$ cat config.mk
export PLATFORM = sky130hd
export DESIGN_NAME = shift_slice
export DESIGN_NICKNAME = d
export VERILOG_FILES = /design/src/rtl/shift_slice_pkg.sv /design/src/rtl/shift_slice_timer.sv /design/src/rtl/shift_slice_posctr.sv /design/src/rtl/shift_slice_datapath.sv /design/src/rtl/shift_slice.sv
export SDC_FILE = /design/constraint.sdc
export NUM_CORES = 1
export LEC_CHECK = 0
export CAP_MARGIN = 20
export CELL_PAD_IN_SITES_DETAIL_PLACEMENT = 2
export CELL_PAD_IN_SITES_GLOBAL_PLACEMENT = 2
export CORE_MARGIN = 2
export CORE_UTILIZATION = 39
export CTS_BUF_LIST = sky130_fd_sc_hd__clkbuf_8
export DETAILED_ROUTE_END_ITERATION = 8
export GPL_TIMING_DRIVEN = 0
export PLACE_DENSITY = 0.92
export SLEW_MARGIN = 20
export SYNTH_ARGS = -nofsm -noshare
export SYNTH_HDL_FRONTEND = slang
export SYNTH_SLANG_ARGS = --single-unit
$ cat constraint.sdc
create_clock -name clk -period 4.4 [get_ports clk]
set_input_delay 0.88 -clock clk [delete_from_list [all_inputs] [get_ports clk]]
set_output_delay 0.88 -clock clk [all_outputs]
set_load 0.03 [all_outputs]
$ cat src/rtl/shift_slice_pkg.sv
package shift_slice_pkg;
  typedef enum logic [2:0] {
    A_DATA   = 3'd0,
    A_SHADOW = 3'd1,
    A_PRESET = 3'd2,
    A_COUNT  = 3'd3,
    A_POS    = 3'd4,
    A_RUNSET = 3'd5,
    A_RUNCLR = 3'd6
  } slice_addr_e;
endpackage

$ cat src/rtl/shift_slice_timer.sv
// Reloadable down counter; flags expiry combinationally.
module shift_slice_timer #(
  parameter int CNT_W = 16
) (
  input  logic             clk,
  input  logic             rst_n,
  input  logic             run,
  input  logic             ld,
  input  logic [CNT_W-1:0] ld_val,
  input  logic [CNT_W-1:0] reload,
  output logic [CNT_W-1:0] cnt,
  output logic             expire
);
  assign expire = run && (cnt == '0);

  always_ff @(posedge clk or negedge rst_n) begin
    if (!rst_n)      cnt <= '0;
    else if (ld)     cnt <= ld_val;
    else if (expire) cnt <= reload;
    else if (run)    cnt <= cnt - 1'b1;
  end
endmodule

$ cat src/rtl/shift_slice_posctr.sv
// Counts shift events; flags the swap when the current field is zero.
module shift_slice_posctr #(
  parameter int POS_W = 8
) (
  input  logic               clk,
  input  logic               rst_n,
  input  logic               step,
  input  logic               ld,
  input  logic [2*POS_W-1:0] ld_val,
  output logic [POS_W-1:0]   cur,
  output logic [POS_W-1:0]   rld,
  output logic               wrap
);
  assign wrap = step && (cur == '0);

  always_ff @(posedge clk or negedge rst_n) begin
    if (!rst_n) begin
      cur <= '0;
      rld <= '0;
    end else if (ld) begin
      {rld, cur} <= ld_val;
    end else if (wrap) begin
      cur <= rld;
    end else if (step) begin
      cur <= cur - 1'b1;
    end
  end
endmodule

$ cat src/rtl/shift_slice_datapath.sv
// Working and shadow registers with shift-then-swap ordering.
module shift_slice_datapath #(
  parameter int DATA_W = 32
) (
  input  logic              clk,
  input  logic              rst_n,
  input  logic              shift,
  input  logic              swap,
  input  logic              sin,
  input  logic              wr_work,
  input  logic              wr_shadow,
  input  logic [DATA_W-1:0] wdata,
  output logic [DATA_W-1:0] work,
  output logic [DATA_W-1:0] shadow
);
  logic [DATA_W-1:0] shifted;
  assign shifted = {sin, work[DATA_W-1:1]};

  always_ff @(posedge clk or negedge rst_n) begin
    if (!rst_n)         work <= '0;
    else if (wr_work)   work <= wdata;
    else if (swap)      work <= shadow;
    else if (shift)     work <= shifted;
  end

  always_ff @(posedge clk or negedge rst_n) begin
    if (!rst_n)         shadow <= '0;
    else if (wr_shadow) shadow <= wdata;
    else if (swap)      shadow <= shifted;
  end
endmodule

$ cat src/rtl/shift_slice.sv
module shift_slice
  import shift_slice_pkg::*;
#(
  parameter int DATA_W = 32,
  parameter int CNT_W  = 16,
  parameter int POS_W  = 8
) (
  input  logic              clk,
  input  logic              rst_n,
  input  logic              bus_we,
  input  logic [2:0]        bus_waddr,
  input  logic [DATA_W-1:0] bus_wdata,
  input  logic [2:0]        bus_raddr,
  output logic [DATA_W-1:0] bus_rdata,
  input  logic              ser_in,
  output logic              ser_out,
  output logic              shift_evt,
  output logic              swap_evt
);
  localparam int CNT_PAD = DATA_W - CNT_W;
  localparam int POS_PAD = DATA_W - 2*POS_W;

  logic              en_q;
  logic [CNT_W-1:0]  preset_q;
  logic [CNT_W-1:0]  cnt_q;
  logic [POS_W-1:0]  pos_cur, pos_rld;
  logic [DATA_W-1:0] data_q, shadow_q;
  logic              expire, wrap;
  logic              wr_data, wr_shadow, wr_preset, wr_count, wr_pos, wr_set, wr_clr;

  assign wr_data   = bus_we && (bus_waddr == A_DATA);
  assign wr_shadow = bus_we && (bus_waddr == A_SHADOW);
  assign wr_preset = bus_we && (bus_waddr == A_PRESET);
  assign wr_count  = bus_we && (bus_waddr == A_COUNT);
  assign wr_pos    = bus_we && (bus_waddr == A_POS);
  assign wr_set    = bus_we && (bus_waddr == A_RUNSET) && bus_wdata[0];
  assign wr_clr    = bus_we && (bus_waddr == A_RUNCLR) && bus_wdata[0];

  always_ff @(posedge clk or negedge rst_n) begin
    if (!rst_n)      en_q <= 1'b0;
    else if (wr_set) en_q <= 1'b1;
    else if (wr_clr) en_q <= 1'b0;
  end

  always_ff @(posedge clk or negedge rst_n) begin
    if (!rst_n)         preset_q <= '0;
    else if (wr_preset) preset_q <= bus_wdata[CNT_W-1:0];
  end

  shift_slice_timer #(.CNT_W(CNT_W)) u_timer (
    .clk(clk), .rst_n(rst_n), .run(en_q), .ld(wr_count),
    .ld_val(bus_wdata[CNT_W-1:0]), .reload(preset_q),
    .cnt(cnt_q), .expire(expire)
  );

  shift_slice_posctr #(.POS_W(POS_W)) u_pos (
    .clk(clk), .rst_n(rst_n), .step(expire), .ld(wr_pos),
    .ld_val(bus_wdata[2*POS_W-1:0]),
    .cur(pos_cur), .rld(pos_rld), .wrap(wrap)
  );

  shift_slice_datapath #(.DATA_W(DATA_W)) u_dp (
    .clk(clk), .rst_n(rst_n), .shift(expire), .swap(wrap), .sin(ser_in),
    .wr_work(wr_data), .wr_shadow(wr_shadow), .wdata(bus_wdata),
    .work(data_q), .shadow(shadow_q)
  );

  always_ff @(posedge clk or negedge rst_n) begin
    if (!rst_n) begin
      shift_evt <= 1'b0;
      swap_evt  <= 1'b0;
    end else begin
      shift_evt <= expire;
      swap_evt  <= wrap;
    end
  end

  assign ser_out = data_q[0];

  always_comb begin
    bus_rdata = '0;
    case (bus_raddr)
      A_DATA:   bus_rdata = data_q;
      A_SHADOW: bus_rdata = shadow_q;
      A_PRESET: bus_rdata = {{CNT_PAD{1'b0}}, preset_q};
      A_COUNT:  bus_rdata = {{CNT_PAD{1'b0}}, cnt_q};
      A_POS:    bus_rdata = {{POS_PAD{1'b0}}, pos_rld, pos_cur};
      A_RUNSET: bus_rdata = {{(DATA_W-1){1'b0}}, en_q};
      default:  bus_rdata = '0;
    endcase
  end
endmodule

==> flow_metrics.env <==
export IMPL_power_frac_seq_pct=42.0
export IMPL_worst_r2r_setup_slack_ns=0.96
export IMPL_synth_top_area_share_pct=41.2
export IMPL_number_of_cts_inserted_buffers=17
export IMPL_row_count=48
export IMPL_critPathCaptureType="output port"
export IMPL_synthArstFlopShare_pct=100
export IMPL_power_report_internal_total_mw=2.32
export IMPL_peakVddDrop_v=0.000255
export IMPL_post_place_cells=1074
export IMPL_path_common_cell="sky130_fd_sc_hd__clkdlybuf4s50_1"
export IMPL_max_slew_margin_pct=36.9
export IMPL_chipWidth_um=138
export IMPL_max_clock_path_buffers=2
export IMPL_clk_latency_ns=0.49
export IMPL_synth_nets=819
export IMPL_ant_nets=0
export IMPL_flow_area_growth_from_synthesis_pct=21.0
export IMPL_grt_max_degree=78
export IMPL_fin_cells=1106
export IMPL_timing_hold_ws_ns=0.310
export IMPL_cts_root_buf="sky130_fd_sc_hd__clkbuf_8"
export IMPL_finalSetupViolCount=0
export IMPL_grt_antenna_before_repair=2
export IMPL_synth_warning_count=0
export IMPL_period_needed_ns=4.30
export IMPL_drt_wirelength_per_cell_um=31.7
export IMPL_drt_drc_violations_left=0
export IMPL_actual_transition_at_the_worst_max_transition_pin_ns=0.943
export IMPL_die_height_um=138
export IMPL_initialDrtViolationCount=781
export IMPL_worst_ep_required_time_ns=3.52
export IMPL_power_total_mw=3.92
export IMPL_cts_tree="built"
export IMPL_p_clk_share_pct=26.6
export IMPL_critical_path_startpoint_type="primary input"
export IMPL_worstHoldPathType="in -> async"
export IMPL_cp_data_arrival_time_ns=3.42
export IMPL_power_dissipated_by_switching_net_loads_mw=1.60
export IMPL_path_cells="clkdlybuf4s50_1 > buf_2 > clkbuf_4 > mux4_2 > inv_1 > o21ai_0 > clkdlybuf4s50_1"
export IMPL_period_utilization_pct=97.7
export IMPL_synth_cell_type_count=57
export IMPL_finish_net_count=913
export IMPL_wire_length_of_the_first_global_routing_pass_um=52900
export IMPL_first_global_vias=8131
export IMPL_critPathKind="in -> out"
export IMPL_netlist_instances=774
export IMPL_finalHoldViolations=0
export IMPL_rsz0062_at_grt="false"
export IMPL_ioPinCount=77
export IMPL_status="complete, no violations"
export IMPL_combinationalPowerShare_pct=31.4
export IMPL_vias_per_cell=6.68
export IMPL_cp_num_buf_inv=5
export IMPL_path_max_fanout=10
export IMPL_ant_cells=0
export IMPL_synthesis_area_per_instance_sq_um=9.03
export IMPL_grt_overflow_total=0
export IMPL_fin_util_pct=48.6
export IMPL_ys_ff_latch=115
export IMPL_number_of_synthesized_flops_with_an_enable_pin=0
export IMPL_global_route_usage_total_pct=38.9
export IMPL_final_layout_size_suffix_gt1_share_pct=14.4
export IMPL_cts_sink_count=115
export IMPL_place_port_buffers=74
export IMPL_gp_routability_congestion=0.902
export IMPL_drv_max_cap_violation_count=0
export IMPL_dr_total_vias=7385
export IMPL_clock_tree_skew_after_final_layout_ns=0.0133
export IMPL_dp_hpwl_um=22600
export IMPL_p_sw_share_pct=40.9
export IMPL_total_leakage_power_nw=3.50
export IMPL_synth_flop_cell="sky130_fd_sc_hd__dfrtp_1"
export IMPL_crit_path_top_delay_cell="sky130_fd_sc_hd__clkdlybuf4s50_1"
export IMPL_core_area_sq_um=17400
export IMPL_synth_yosys_seq_area_share_pct=41.2
export IMPL_report_final_slew_viol_count=0
export IMPL_biggest_area_consumer_among_synthesized_cells="sky130_fd_sc_hd__dfrtp_1"
export IMPL_die_outline_area_sq_um=19000
export IMPL_max_stage_delay_ns=0.72
export IMPL_yosys_top_cells_area="sky130_fd_sc_hd__dfrtp_1, sky130_fd_sc_hd__nand2_1, sky130_fd_sc_hd__mux2_2"
export IMPL_path_clk_slew_ns=0.08
export IMPL_drt_first_pass_iters=9
export IMPL_power_per_cell_area_nw_per_um2=463
export IMPL_crit_family="buffers and inverters"
export IMPL_synthesis_area_sq_um=6990
export IMPL_setup_total_negative_slack_ns=0
export IMPL_start_util_pct=40.2
export IMPL_number_of_post_cts_setup_repair_buffers=0
export IMPL_htreeDepth=4
export IMPL_drt_total_wl_um=35100
export IMPL_timing_fmax_mhz=233
worst paths after layout:
kind	endpoint	startpoint	depth (start not counted)
min	u_dp.shadow[26]	rst_n	1
max in group asynchronous	u_timer.cnt[14]	rst_n	2
max reg2reg	u_dp.shadow[18]	u_pos.cur[0]	10
min in group clk	u_pos.rld[5]	u_pos.rld[5]	2
max	bus_rdata[12]	bus_raddr[1]	7
min reg2reg	u_pos.rld[5]	u_pos.rld[5]	2
cell families after synthesis:
logic type      synth area share (%)
simple gates                    17.9
fa+ha+maj                      0.537
xor+xnor                        1.00
compound gates                  14.0
buf+inv                         5.24
flops                           41.2
mux                             20.1
layout by cell type (no fill, tap or decap), drive strengths merged, types with 4 or more instances in the layout:
master	synthesis	routed
a31oi	42	42
nor2	80	80
or3	5	5
xnor2	8	8
nand3	13	13
buf	21	23
clkinv	1	4
nand2	154	154
mux2i	53	53
mux2	48	48
mux4	15	15
a21oi	24	24
and3	5	5
clkbuf	35	58
inv	23	25
dfrtp	115	115
o31ai	5	5
o211ai	6	6
o22ai	8	8
o21ai	67	67
nor3	5	5
nor4	5	5
clkdlybuf4s50	0	73
state kept, by name (all words and copies together), names as in the netlist:
signal and flops:
en_q 1, preset_q 16, shift_evt 1, swap_evt 1, u_dp.shadow 32, u_dp.work 32, u_pos.cur 8, u_pos.rld 8
u_timer.cnt 16
repair_timing:
action,4_1_cts,5_1_grt
gates resized for setup,7,9
hold buffers,0,0
setup endpoints to repair,17,11
metal layers:
layer  global-route usage (%)  up-vias  share of wire, %
met5                        0        -             0.071
met4                     22.2        4               5.8
met3                     8.55      174               8.3
met2                     62.0      496                47
met1                     48.7     3793                38
li1                         -     2918                 -
power groups by stage:
stage | logic, mW | clock network, mW | registers (mW)
after floorplan | 0.729 | 0 | 1.48
after global placement | 1.02 | 0 | 1.58
after detailed placement | 1.13 | 0 | 1.62
after CTS | 1.20 | 1.04 | 1.62
after global routing | 1.30 | 1.08 | 1.66
final | 1.23 | 1.04 | 1.65
cell usage after synthesis, drive strengths merged, types with 2 or more instances:
master / n
nand3: 13
o22ai: 8
a31oi: 42
ha: 3
dfrtp: 115
or4: 3
o21ai: 67
mux2: 48
a41oi: 2
a21oi: 24
xnor2: 8
o211ai: 6
nand3b: 2
nor3b: 2
o31ai: 5
nand4: 2
or3: 5
nor2: 80
mux4: 15
a22o: 2
nor4: 5
a211oi: 2
and3: 5
and2: 2
nor3: 5
buf: 21
inv: 23
nor4b: 2
clkbuf: 35
nand2: 154
mux2i: 53
layout make-up:
cell class,instances,area [sq um]
Clock buffer,23,317
Clock inverter,9,78.8
Inverter,24,91.3
Multi-Input combinational cell,579,3760
Timing Repair Buffer,75,769
Tap cell,225,282
Buffer,56,288
Fill cell,1850,8950
Sequential cell,115,2880
per-stage QoR:
| step | cell area (sq um) | setup WS, ns |
|---|---|---|
| 5_1_grt | 8460 | 0.00744 |
| 2_1_floorplan | 6990 | 0.831 |
| 3_3_place_gp | 8020 | -2.23 |
| 3_5_place_dp | 8040 | -0.408 |
| 6_report | 8460 | 0.102 |
| 4_1_cts | 8460 | 0.0621 |
No activity file was read; power rests on OpenSTA's default activity.
